[src/rtl/irq_router_pkg.sv]
package irq_router_pkg;
  localparam int unsigned NUM_Q      = 8;
  localparam int unsigned VEC_W      = 32;
  localparam int unsigned ADDR_W     = 8;
  localparam int unsigned STAGE_ADDR = 'hEC;
  localparam int unsigned CMD_ADDR   = 'hF0;
  localparam int unsigned COMMIT_BIT = 8;

  typedef enum logic [1:0] {
    PS_IDLE = 2'd0,
    PS_HP   = 2'd1,
    PS_REG  = 2'd2
  } push_state_e;
endpackage

[src/rtl/irq_mask_bank.sv]
module irq_mask_bank #(
  parameter int unsigned NUM_Q      = 8,
  parameter int unsigned VEC_W      = 32,
  parameter int unsigned ADDR_W     = 8,
  parameter int unsigned STAGE_ADDR = 'hEC,
  parameter int unsigned CMD_ADDR   = 'hF0,
  parameter int unsigned COMMIT_BIT = 8,
  localparam int unsigned QIDX_W    = $clog2(NUM_Q),
  localparam int unsigned NUM_REG_Q = NUM_Q - 1
) (
  input  logic                       clk_i,
  input  logic                       rst_ni,
  input  logic                       we_i,
  input  logic [ADDR_W-1:0]          addr_i,
  input  logic [VEC_W-1:0]           wdata_i,
  output logic [VEC_W-1:0]           stage_o,
  output logic [NUM_REG_Q*VEC_W-1:0] mask_flat_o
);
  logic              stage_hit, cmd_hit;
  logic [QIDX_W-1:0] cmd_q;
  logic [VEC_W-1:0]  stage_q;

  assign stage_hit = we_i && (addr_i == ADDR_W'(STAGE_ADDR));
  assign cmd_hit   = we_i && (addr_i == ADDR_W'(CMD_ADDR)) && wdata_i[COMMIT_BIT];
  assign cmd_q     = wdata_i[QIDX_W-1:0];

  always_ff @(posedge clk_i or negedge rst_ni) begin
    if (!rst_ni) stage_q <= '0;
    else if (stage_hit) stage_q <= wdata_i;
  end
  assign stage_o = stage_q;

  // the high-priority queue index never matches a slot, so its commit is dropped
  for (genvar g = 0; g < NUM_REG_Q; g++) begin : g_mask
    logic [VEC_W-1:0] mask_q;
    always_ff @(posedge clk_i or negedge rst_ni) begin
      if (!rst_ni) mask_q <= '0;
      else if (cmd_hit && (cmd_q == QIDX_W'(g))) mask_q <= stage_q;
    end
    assign mask_flat_o[g*VEC_W +: VEC_W] = mask_q;
  end
endmodule

[src/rtl/irq_route_dec.sv]
module irq_route_dec #(
  parameter int unsigned NUM_Q      = 8,
  parameter int unsigned VEC_W      = 32,
  localparam int unsigned QIDX_W    = $clog2(NUM_Q),
  localparam int unsigned NUM_REG_Q = NUM_Q - 1
) (
  input  logic [VEC_W-1:0]           vec_i,
  input  logic [QIDX_W-1:0]          queue_i,
  input  logic [NUM_REG_Q*VEC_W-1:0] mask_flat_i,
  output logic                       to_hp_o,
  output logic                       to_reg_o
);
  logic [VEC_W-1:0] mask_sel;

  always_comb begin
    mask_sel = '0;
    for (int i = 0; i < NUM_REG_Q; i++) begin
      if (queue_i == QIDX_W'(i)) mask_sel = mask_flat_i[i*VEC_W +: VEC_W];
    end
  end

  assign to_hp_o  = |(vec_i & mask_sel);
  assign to_reg_o = |(vec_i & ~mask_sel);
endmodule

[src/rtl/irq_push_seq.sv]
module irq_push_seq
  import irq_router_pkg::*;
#(
  parameter int unsigned NUM_Q   = 8,
  parameter int unsigned VEC_W   = 32,
  localparam int unsigned QIDX_W = $clog2(NUM_Q),
  localparam int unsigned HP_Q   = NUM_Q - 1
) (
  input  logic              clk_i,
  input  logic              rst_ni,
  input  logic              in_valid_i,
  output logic              in_ready_o,
  input  logic [QIDX_W-1:0] in_queue_i,
  input  logic [VEC_W-1:0]  in_vec_i,
  input  logic              to_hp_i,
  input  logic              to_reg_i,
  output logic              out_valid_o,
  input  logic              out_ready_i,
  output logic [QIDX_W-1:0] out_queue_o,
  output logic [VEC_W-1:0]  out_vec_o
);
  push_state_e       state_q;
  logic [QIDX_W-1:0] queue_q;
  logic [VEC_W-1:0]  vec_q;
  logic              reg_pend_q;
  logic              accept;

  assign in_ready_o = (state_q == PS_IDLE);
  assign accept     = in_valid_i && in_ready_o;

  always_ff @(posedge clk_i or negedge rst_ni) begin
    if (!rst_ni) begin
      state_q    <= PS_IDLE;
      queue_q    <= '0;
      vec_q      <= '0;
      reg_pend_q <= 1'b0;
    end else begin
      unique case (state_q)
        PS_IDLE: if (accept) begin
          queue_q    <= in_queue_i;
          vec_q      <= in_vec_i;
          reg_pend_q <= to_reg_i;
          if (to_hp_i)       state_q <= PS_HP;
          else if (to_reg_i) state_q <= PS_REG;
        end
        PS_HP: if (out_ready_i) state_q <= reg_pend_q ? PS_REG : PS_IDLE;
        PS_REG: if (out_ready_i) state_q <= PS_IDLE;
        default: state_q <= PS_IDLE;
      endcase
    end
  end

  assign out_valid_o = (state_q != PS_IDLE);
  assign out_queue_o = (state_q == PS_HP) ? QIDX_W'(HP_Q) : queue_q;
  assign out_vec_o   = vec_q;
endmodule

[src/rtl/irq_prio_router.sv]
module irq_prio_router
  import irq_router_pkg::*;
#(
  parameter int unsigned NUM_Q      = irq_router_pkg::NUM_Q,
  parameter int unsigned VEC_W      = irq_router_pkg::VEC_W,
  parameter int unsigned ADDR_W     = irq_router_pkg::ADDR_W,
  parameter int unsigned STAGE_ADDR = irq_router_pkg::STAGE_ADDR,
  parameter int unsigned CMD_ADDR   = irq_router_pkg::CMD_ADDR,
  parameter int unsigned COMMIT_BIT = irq_router_pkg::COMMIT_BIT,
  localparam int unsigned QIDX_W    = $clog2(NUM_Q),
  localparam int unsigned NUM_REG_Q = NUM_Q - 1
) (
  input  logic              clk_i,
  input  logic              rst_ni,
  input  logic              reg_we_i,
  input  logic [ADDR_W-1:0] reg_addr_i,
  input  logic [VEC_W-1:0]  reg_wdata_i,
  output logic [VEC_W-1:0]  reg_rdata_o,
  input  logic              in_valid_i,
  output logic              in_ready_o,
  input  logic [QIDX_W-1:0] in_queue_i,
  input  logic [VEC_W-1:0]  in_vec_i,
  output logic              out_valid_o,
  input  logic              out_ready_i,
  output logic [QIDX_W-1:0] out_queue_o,
  output logic [VEC_W-1:0]  out_vec_o
);
  logic [VEC_W-1:0]           stage_w;
  logic [NUM_REG_Q*VEC_W-1:0] mask_flat_w;
  logic                       to_hp_w, to_reg_w;

  irq_mask_bank #(
    .NUM_Q(NUM_Q), .VEC_W(VEC_W), .ADDR_W(ADDR_W),
    .STAGE_ADDR(STAGE_ADDR), .CMD_ADDR(CMD_ADDR), .COMMIT_BIT(COMMIT_BIT)
  ) u_bank (
    .clk_i(clk_i), .rst_ni(rst_ni),
    .we_i(reg_we_i), .addr_i(reg_addr_i), .wdata_i(reg_wdata_i),
    .stage_o(stage_w), .mask_flat_o(mask_flat_w)
  );

  assign reg_rdata_o = (reg_addr_i == ADDR_W'(STAGE_ADDR)) ? stage_w : '0;

  irq_route_dec #(.NUM_Q(NUM_Q), .VEC_W(VEC_W)) u_dec (
    .vec_i(in_vec_i), .queue_i(in_queue_i), .mask_flat_i(mask_flat_w),
    .to_hp_o(to_hp_w), .to_reg_o(to_reg_w)
  );

  irq_push_seq #(.NUM_Q(NUM_Q), .VEC_W(VEC_W)) u_seq (
    .clk_i(clk_i), .rst_ni(rst_ni),
    .in_valid_i(in_valid_i), .in_ready_o(in_ready_o),
    .in_queue_i(in_queue_i), .in_vec_i(in_vec_i),
    .to_hp_i(to_hp_w), .to_reg_i(to_reg_w),
    .out_valid_o(out_valid_o), .out_ready_i(out_ready_i),
    .out_queue_o(out_queue_o), .out_vec_o(out_vec_o)
  );
endmodule

[config.mk]
export PLATFORM = sky130hd
export DESIGN_NAME = irq_prio_router
export DESIGN_NICKNAME = d
export VERILOG_FILES = /design/src/rtl/irq_router_pkg.sv /design/src/rtl/irq_mask_bank.sv /design/src/rtl/irq_route_dec.sv /design/src/rtl/irq_push_seq.sv /design/src/rtl/irq_prio_router.sv
export SDC_FILE = /design/constraint.sdc
export NUM_CORES = 1
export LEC_CHECK = 0
export ABC_AREA = 1
export BUFFER_PORTS_ARGS = -buffer_cell sky130_fd_sc_hd__buf_4
export CORE_ASPECT_RATIO = 1.75
export CORE_MARGIN = 3
export CORE_UTILIZATION = 45
export DETAILED_ROUTE_END_ITERATION = 8
export GPL_ROUTABILITY_DRIVEN = 0
export SLEW_MARGIN = 5
export SYNTH_ARGS = -nofsm -noshare
export SYNTH_HDL_FRONTEND = slang
export SYNTH_SLANG_ARGS = --single-unit
[constraint.sdc]
create_clock -name clk_i -period 2 [get_ports clk_i]
set_input_delay 0 -clock clk_i [delete_from_list [all_inputs] [get_ports clk_i]]
set_output_delay 0 -clock clk_i [all_outputs]
set_load 0.01 [all_outputs]
==> results.toml, run 1 <==
[routing]
wl_met1_um = 17060
vias = 12340
wirelength_um = 40870
drt-initial-drc-count = 947
route.met3.wl_um = 2234
ant_nets = 0
wl_met2_um = 20280
dr.pass1.iters = 5
via_per_inst = 5.259
wl_per_cell_um = 17.42
highest_layer = "met4"
drcViolationCount = 0

[cts]
htreeDepth = 1
clock_sinks = 294
root_buffer = "clkbuf_16"
numCtsBuffers = 28
insertion_delay_ns = 0.56
clk_pin_slew_ns = 0.07
cts_buffer_depth = 3
tritoncts = "built"

[floorplan]
dieArea_um2 = 32490
initial_core_util_pct = 46.05
num_rows = 83
fp.dieW_um = 137.6
core_um2 = 29600
fp.dieH_um = 236.2
io_pins = 149

[power_and_ir_drop]
combPwrFrac_pct = 16.1
power.switching_mw = 3.868
pwr-share-clk_pct = 38.4
power_mw = 14.56
pwr-share-seq_pct = 45.5
leakage_nw = 8.721
internal-power_mw = 10.69
switching_share_pct = 26.58
ir_drop_mv = 0.6748
p_per_area_nw_per_um2 = 851.9

[worst_setup_path]
worst-path-buf-inv = 2
cp_cell_sequence = "nand3_2, nand2_1, nor2_2, nand4_1, buf_4, nand3_1, nand2_1, nor2_1, nand2_1, nor2_1, buf_4, nand2_2, nor2_2, nand2_1, nand3_1, nand2_1"
crit_type = "reg2reg"
start_kind = "register"
cp_top_family = "simple AND/OR/NAND/NOR gates"
crit_slowest_cell = "dfrtp_1"
worstPathRequired_ns = 2.46
crit_cells = 16
worstPathArrival_ns = 2.32
critPathMaxFanout = 2
endpoint_kind = "register"
critPathMaxStageDelay_ns = 0.39
cp_common_cell = "nand2_1"
r2r_cells = 16

[synthesis]
seq_area_frac_synth_pct = 53.98
yosysTopAreaCell = "dfrtp_1"
yosysMostFrequentCell = "nand2_1"
synth_cell_types = 25
ys_warn_count = 0
synth-main-ff-cell = "dfrtp_1"
synth-edff-count = 0
async_reset_ff_share_pct = 100.0
synth_top_area_share_pct = 53.98
synth_common_cells = "nand2_1, dfrtp_1, o21ai_0, nor2_1, inv_1"
syn_nets = 1808
ys_ff_latch = 294
syn_area_per_cell_um2 = 7.887
syn_inst = 1728
syn_area_um2 = 13630
synth_area_leaders = "dfrtp_1, nand2_1, o21ai_0"

[sta]
setup_ws_ns = 0.1397
setup_viol = 0
relSlewSlack_pct = 50.88
drv_slew = 0
fin_worst_skew_ns = 0.01910
tightest_slew_ns = 0.7368
fin_hold_ws_ns = -0.01833
fin_crit_sh_pct = 93.01
hold_violations = 9
period_minus_slack_ns = 1.860
timing.fmax_mhz = 537.6

[placement]
dpl_cell_area_um2 = 15410
io_buffers = 148
dp_slack_ns = -0.09408
hpwl_um = 26280

[global_routing]
antenna_found_initial = 0
grt_pass1_wl_um = 65950
track_usage_pct = 25.73
grt_start_max_net_pins = 68
grt_pass1_vias = 12250
grt_overflow_total = 0

[worst_hold_path]
min_path_type = "in2async"

[finish]
drive_above_1_share_pct = 14.71
multiInputGateArea_um2 = 5240
final_util_pct = 57.73
final-seq-area_um2 = 7357
area_delta_synth_final_pct = 25.38
fin_nets = 2024
finalInstanceArea_um2 = 17090
diodes = 0
nFillCells = 2789

[run_status]
outcome = "complete, but fails checks"
violations = "hold timing"

[run]
cap_violations = 0
[path summary, 6_finish.rpt]
kind                                                  start                     endpoint  slack [ns]
worst min-delay path                                 rst_ni          u_seq.out_vec_o[15]       -0.02
worst min register to register  u_bank.g_mask[3].mask_q[30]  u_bank.g_mask[3].mask_q[30]        0.47
worst max register to register  u_bank.g_mask[0].mask_q[29]             u_seq.state_q[1]        0.14
min in group clk_i                                 reg_we_i           u_bank.stage_o[31]        0.07
max in group asynchronous                            rst_ni  u_bank.g_mask[4].mask_q[26]        1.20
worst max-delay path            u_bank.g_mask[0].mask_q[29]             u_seq.state_q[1]        0.14
[cell type report]
type / instances / share of cell area, %
clock buffers: 40 / 4.840
clock inverters: 10 / 0.7762
inverters: 173 / 3.801
multi-input cells: 1169 / 30.67
flip-flops and latches: 294 / 43.06
well taps: 382 / 2.797
repair buffers: 278 / 14.06
[per-stage QoR]
stage                     TNS (ns)  hold WS, ns  instances
after CTS                        0      0.01147       2345
final                            0     -0.01833       2346
after detailed placement   -0.1190     0.005730       2227
after global routing      -0.05530      0.05278       2346
after floorplan                  0      -0.2956       1728
after global placement    -0.09834     0.005927       2227
[power by group through the flow]
stage / logic, mW / registers [mW] / clock network [mW]
after floorplan: 0.795 / 6.87 / 0
after global placement: 2.22 / 6.72 / 0
after detailed placement: 2.24 / 6.73 / 0
after CTS: 2.36 / 6.62 / 5.68
after global routing: 2.59 / 6.68 / 5.91
final: 2.34 / 6.62 / 5.59
[repair_timing]
action / 4_1_cts / 5_1_grt
resized for setup: 0 / 8
buffers inserted: 0 / 2
setup endpoints to repair: 0 / 1
hold buffers: 68 / 0
endpoints found under the hold margin: 362 / 0
[worst reg2reg max path, cell delays in order (launching register included)]
cell     delay (ns)
dfrtp_1        0.39
nand3_2        0.07
nand2_1        0.06
nor2_2         0.11
nand4_1        0.11
buf_4          0.15
nand3_1        0.06
nand2_1        0.05
nor2_1         0.08
nand2_1        0.10
nor2_1         0.10
buf_4          0.13
nand2_2        0.06
nor2_2         0.11
nand2_1        0.06
nand3_1        0.08
nand2_1        0.04
[cell families (layout without fill, tap and decap cells)]
family | count (synthesis) | after routing | share of synthesized area, %
and+or+nand+nor | 901 | 901 | 28.32
AOI/OAI and AO/OA | 268 | 268 | 9.870
buffers and inverters | 265 | 501 | 7.822
DFF | 294 | 294 | 53.98
[routing by layer]
metal | vias to the layer above | GRT usage, %
li1 | 6016 | -
met5 | - | 0
met2 | 367 | 43.64
met4 | 0 | 8.323
met3 | 75 | 2.753
met1 | 5879 | 34.27
[sequential cells by signal, indices dropped and copies added, names as in the netlist]
name / cells
u_bank.stage_o: 32
u_seq.out_vec_o: 32
u_seq.queue_q: 3
u_bank.g_mask.mask_q: 224
u_seq.reg_pend_q: 1
u_seq.state_q: 2
[placed cells by master (no fill, tap or decap), drive strengths merged, types with 40 or more instances in the layout]
cell,instances
nand2,477
dfrtp,294
buf,210
o21ai,205
nor2,201
inv,173
nand4,107
nand3,82
dlygate4sd3,68
a21oi,61
clkbuf,40
(Power assumes the default switching activity.)
==> inputs of run 2 (changes only) <==
--- a/config.mk
+++ b/config.mk
@@ -12,6 +12,7 @@
 export CORE_UTILIZATION = 45
 export DETAILED_ROUTE_END_ITERATION = 8
 export GPL_ROUTABILITY_DRIVEN = 0
+export REMOVE_ABC_BUFFERS = 1
 export SLEW_MARGIN = 5
 export SYNTH_ARGS = -nofsm -noshare
 export SYNTH_HDL_FRONTEND = slang
==> run 2 against run 1 <==
Against the previous run: the flow now finishes without violations; critical path depth fell by 4; hold slack improved by 0.052 ns; largest cell class unchanged; clock skew rose by 0.00086 ns; core utilization rose by 0.60 points; fmax rose by 1.0%; non-clock buffer count rose by 3; setup slack improved by 0.019 ns; first-iteration DRC count fell by 12%; critical path type unchanged; sequential share of layout area fell by 0.45 points; largest power group unchanged.
==> results.toml, run 2 (same netlist as run 1, synthesis figures left out) <==
[run_status]
outcome = "completed"

[global_routing]
track_usage_pct = 26.97
antenna_found_initial = 0
grt_pass1_wl_um = 68290
grt_start_max_net_pins = 65
grt_overflow_total = 0
grt_pass1_vias = 12510

[worst_setup_path]
crit_cells = 12
start_kind = "register"
ff2ff_setup_slack_ns = 0.16
worstPathRequired_ns = 2.46
cp_cell_sequence = "nand4_1, nand3_1, buf_4, o22ai_1, nand4_1, nand2_1, nor2_1, nand4_1, nor2_1, nand2_1, nand3_1, nand2_1"
endpoint_kind = "register"
critPathMaxStageDelay_ns = 0.38
r2r-end = "u_seq.state_q[1]"
reg2reg_from = "u_bank.g_mask[2].mask_q[3]"
crit_path_end = "u_seq.state_q[1]"
crit_slowest_cell = "dfrtp_1"
cp_top_family = "simple AND/OR/NAND/NOR gates"
startpoint = "u_bank.g_mask[2].mask_q[3]"
r2r_cells = 12
worst-path-buf-inv = 1
critPathMaxFanout = 2
crit_type = "reg2reg"
worstPathArrival_ns = 2.30

[sta]
fin_worst_skew_ns = 0.01996
timing.fmax_mhz = 543.0
tightest_slew_ns = 0.7473
setup_ws_ns = 0.1584
drv_slew = 0
period_minus_slack_ns = 1.842
fin_crit_sh_pct = 92.08
setup_viol = 0
hold_violations = 0
fin_hold_ws_ns = 0.03333
fin_tns_setup_ns = 0
relSlewSlack_pct = 50.18

[finish]
fin_nets = 2027
mostFrequentLayoutCell = "nand2_1"
final_util_pct = 58.33
largest-register = "u_bank.g_mask.mask_q"
finalInstanceArea_um2 = 17270
area_delta_synth_final_pct = 26.69
fin_cells = 2351
layout_common_cells = "nand2_1, dfrtp_1, o21ai_0, nor2_1, buf_4"
diodes = 0
largest_reg_flops = 224
drive_above_1_share_pct = 14.83

[placement]
dp_slack_ns = -0.05338
io_buffers = 148
hpwl_um = 27690
dpl_cell_area_um2 = 15420
dp.cells = 2221

[cts]
insertion_delay_ns = 0.56
clk_pin_slew_ns = 0.07
clock_sinks = 294
numCtsBuffers = 28
cts_buffer_depth = 3
root_buffer = "clkbuf_16"
tritoncts = "built"
htreeDepth = 1

[power_and_ir_drop]
p_per_area_nw_per_um2 = 863.9
power_mw = 14.92
leakage_nw = 8.808
ir_drop_mv = 0.5892

[worst_hold_path]
min_path_type = "in2reg"
whs_path_depth = 4

[floorplan]
fp.dieH_um = 236.2
initial_core_util_pct = 46.05
dieArea_um2 = 32490
io_pins = 149
num_rows = 83
fp.dieW_um = 137.6
core_um2 = 29600

[routing]
drcViolationCount = 0
wl_per_cell_um = 18.33
via_per_inst = 5.356
ant_nets = 0
drt-initial-drc-count = 832
wirelength_um = 43090
vias = 12590
dr.pass1.iters = 6

[run]
cap_violations = 0
-- run 2: changes by cell type in the layout (fill, tap and decap cells not counted), sizes merged --
| cell | change |
|---|---|
| dlygate4sd3 | +9 |
| buf | -6 |
| clkinv | +3 |
| clkinvlp | -3 |
| clkbuf | +2 |
-- run 2: worst min-delay path, stage by stage --
cell     delay (ns)
buf_4          0.16
inv_2          0.13
buf_4          0.17
o21ai_0        0.08
-- run 2: worst min-delay path by stage --
stage	from	end	slack, ns
after floorplan	rst_ni	u_bank.g_mask[0].mask_q[0]	-0.30
after global placement	rst_ni	u_bank.stage_o[27]	-0.07
after global routing	in_queue_i[0]	u_seq.queue_q[0]	0.05
after detailed placement	rst_ni	u_bank.stage_o[27]	-0.06
final	in_queue_i[0]	u_seq.queue_q[0]	0.03
after CTS	reg_we_i	u_bank.stage_o[28]	0.03
-- run 2: power breakdown --
| group | switching, mW | total (mW) | internal, mW |
|---|---|---|---|
| Combinational | 1.39 | 2.57 | 1.18 |
| Clock | 2.31 | 5.71 | 3.40 |
| Sequential | 0.250 | 6.64 | 6.39 |
| Total | 3.95 | 14.9 | 11.0 |
-- run 2: cell type report --
| cell class | instances | area, um^2 |
|---|---|---|
| Sequential cell | 294 | 7357 |
| Multi-Input combinational cell | 1169 | 5273 |
| Inverter | 173 | 649.4 |
| Tap cell | 382 | 478.0 |
| Clock inverter | 10 | 125.1 |
| Clock buffer | 42 | 874.6 |
| Timing Repair Buffer | 281 | 2509 |
| Fill cell | 2792 | 12330 |
-- run 2: layer usage --
layer  part of all wire, %  vias up  global-route usage (%)  wire, um
met5                     0        -                       0         0
met4                   3.6        0                   10.38      1541
met3                   4.8       87                   2.945      2048
met2                    52      413                   46.80     22190
met1                    40     6077                   34.08     17310
li1                      -     6015                       -         -
-- run 2: repair_timing --
item | CTS | global route
hold endpoints to repair | 362 | 0
setup buffers | 0 | 1
endpoints found under the setup margin | 0 | 3
hold buffers | 79 | 0
gates resized for setup | 0 | 15
==> inputs of run 3 (changes only) <==
--- a/config.mk
+++ b/config.mk
@@ -8,7 +8,7 @@
 export ABC_AREA = 1
 export BUFFER_PORTS_ARGS = -buffer_cell sky130_fd_sc_hd__buf_4
 export CORE_ASPECT_RATIO = 1.75
-export CORE_MARGIN = 3
+export CORE_MARGIN = 2
 export CORE_UTILIZATION = 45
 export DETAILED_ROUTE_END_ITERATION = 8
 export GPL_ROUTABILITY_DRIVEN = 0
==> run 3 against run 2 <==
Against the previous run: combinational power up 11%; hold slack gained 0.071 ns; fmax decreased by 2.6%; non-clock buffer count increased by 42; via count rose by 0.83%; global-route usage increased by 0.82 points; total power increased by 0.32%; sequential power about the same; core utilization up 0.42 points; sequential cell count stayed put; register-to-register slack worse by 0.05 ns; highest routed layer unchanged.
==> results.toml, run 3 (same netlist as run 1, synthesis figures left out) <==
[worst_setup_path]
crit_type = "reg2reg"
cp_common_cell = "nand2_1"
endpoint_kind = "register"
start_kind = "register"
crit_slowest_cell = "dlygate4sd3_1"
critPathMaxStageDelay_ns = 0.54
critPathMaxFanout = 22
worstPathArrival_ns = 2.39
worstPathRequired_ns = 2.50
cp_cell_sequence = "nor2_1, buf_4, nand2_2, inv_1, buf_6, nand2_1, nand2_1, dlygate4sd3_1"

[finish]
mostFrequentLayoutCell = "nand2_1"
area_delta_synth_final_pct = 29.14
drive_above_1_share_pct = 14.70
largest_reg_flops = 224
largest-register = "u_bank.g_mask.mask_q"
layout_common_cells = "nand2_1, dfrtp_1, o21ai_0, buf_4, nor2_1"
fin_nets = 2068
diodes = 0
nFillCells = 2730

[floorplan]
io_pins = 149
dieArea_um2 = 31750
num_rows = 84
core_um2 = 29950
fp.dieH_um = 234.2
fp.dieW_um = 135.6
initial_core_util_pct = 45.50

[sta]
setup_ws_ns = 0.1087
fin_crit_sh_pct = 94.56
drv_slew = 0
fin_worst_skew_ns = 0.02060
relSlewSlack_pct = 66.01
setup_viol = 0
timing.fmax_mhz = 528.7
fin_hold_ws_ns = 0.1047
tightest_slew_ns = 0.5027
period_minus_slack_ns = 1.891
hold_violations = 0
rsz0062_at_grt = "yes"

[global_routing]
grt_pass1_vias = 12520
track_usage_pct = 27.79
grt_pass1_wl_um = 68230
grt_start_max_net_pins = 66
grt_overflow_total = 0
antenna_found_initial = 0

[power_and_ir_drop]
power_mw = 14.96
leakage_nw = 8.981
ir_drop_mv = 0.6906
p_per_area_nw_per_um2 = 850.2

[placement]
io_buffers = 148
dp_slack_ns = -0.05644
hpwl_um = 28160

[run]
cap_violations = 0

[routing]
vias = 12700
ant_nets = 0
via_per_inst = 5.304
wl_per_cell_um = 18.08
drcViolationCount = 0
drt-initial-drc-count = 855
wirelength_um = 43280
dr.pass1.iters = 6

[run_status]
outcome = "completed"

[cts]
numCtsBuffers = 27
htreeDepth = 1
cts_buffer_depth = 3
tritoncts = "built"
clk_pin_slew_ns = 0.07
insertion_delay_ns = 0.56
clock_sinks = 294
root_buffer = "clkbuf_16"

[worst_hold_path]
min_path_type = "in2async"
==> run 3: cell types whose count changed in the layout (fill, tap and decap cells not counted), sizes merged <==
| cell | delta |
|---|---|
| buf | +18 |
| clkinv | -5 |
| dlygate4sd3 | +24 |
| inv | +1 |
==> run 3: path summary, 6_finish.rpt <==
| path | from | to | slack [ns] | cells after the start |
|---|---|---|---|---|
| worst max-delay path | u_seq.state_q[1] | u_seq.out_vec_o[6] | 0.11 | 8 |
| worst min register to register | u_bank.g_mask[3].mask_q[12] | u_bank.g_mask[3].mask_q[12] | 0.47 | 2 |
| min in group clk_i | in_queue_i[1] | u_seq.queue_q[1] | 0.12 | 4 |
| worst max register to register | u_seq.state_q[1] | u_seq.out_vec_o[6] | 0.11 | 8 |
| max in group asynchronous | rst_ni | u_bank.g_mask[6].mask_q[31] | 1.48 | 3 |
| worst min-delay path | rst_ni | u_bank.stage_o[29] | 0.10 | 3 |
==> run 3: worst max-delay path, delay by kind of cell, from the launching register on <==
kind / cells / cell delay (ns)
buffers and inverters: 4 / 1.02
DFF: 1 / 0.42
and+or+nand+nor: 4 / 0.37
==> run 3: timing repair <==
item,4_1_cts,5_1_grt
hold buffers,102,0
resized for setup,0,5
endpoints found under the setup margin,0,23
setup buffers,0,1
endpoints found under the hold margin,363,0
==> run 3: per-layer routing <==
metal  vias to the layer above  track usage, %  wire length (um)
met1                      6082           34.92             17640
met5                         -               0                 0
met3                       110           2.529              1940
li1                       6089               -                 -
met4                         0           11.30              1651
met2                       416           49.05             22060
==> run 3: through the flow <==
step	utilization (%)	cells	cell area, um^2	TNS [ns]
after floorplan	-	1636	13210	-29.95
after global placement	52.15	2244	15620	-0.07407
after detailed placement	52.15	2244	15620	-0.05644
after CTS	58.70	2394	17580	0
after global routing	58.76	2394	17600	-0.06602
final	58.76	2394	17600	0
==> run 3: cell type report <==
| class | instances | area, um^2 | share of cell area [%] |
|---|---|---|---|
| clock buffer | 42 | 822.0 | 4.671 |
| timing repair buffer | 323 | 2939 | 16.70 |
| clock inverter | 6 | 108.9 | 0.6185 |
| inverter | 173 | 649.4 | 3.690 |
| tap | 387 | 484.2 | 2.751 |
| sequential | 294 | 7357 | 41.80 |
| multi-input combinational | 1169 | 5239 | 29.77 |
==> run 3: power breakdown <==
group | internal, mW | switching (mW) | total (mW)
clock network | 3.20 | 2.29 | 5.49
logic | 1.41 | 1.42 | 2.84
registers | 6.39 | 0.245 | 6.63
total | 11.0 | 3.96 | 15.0
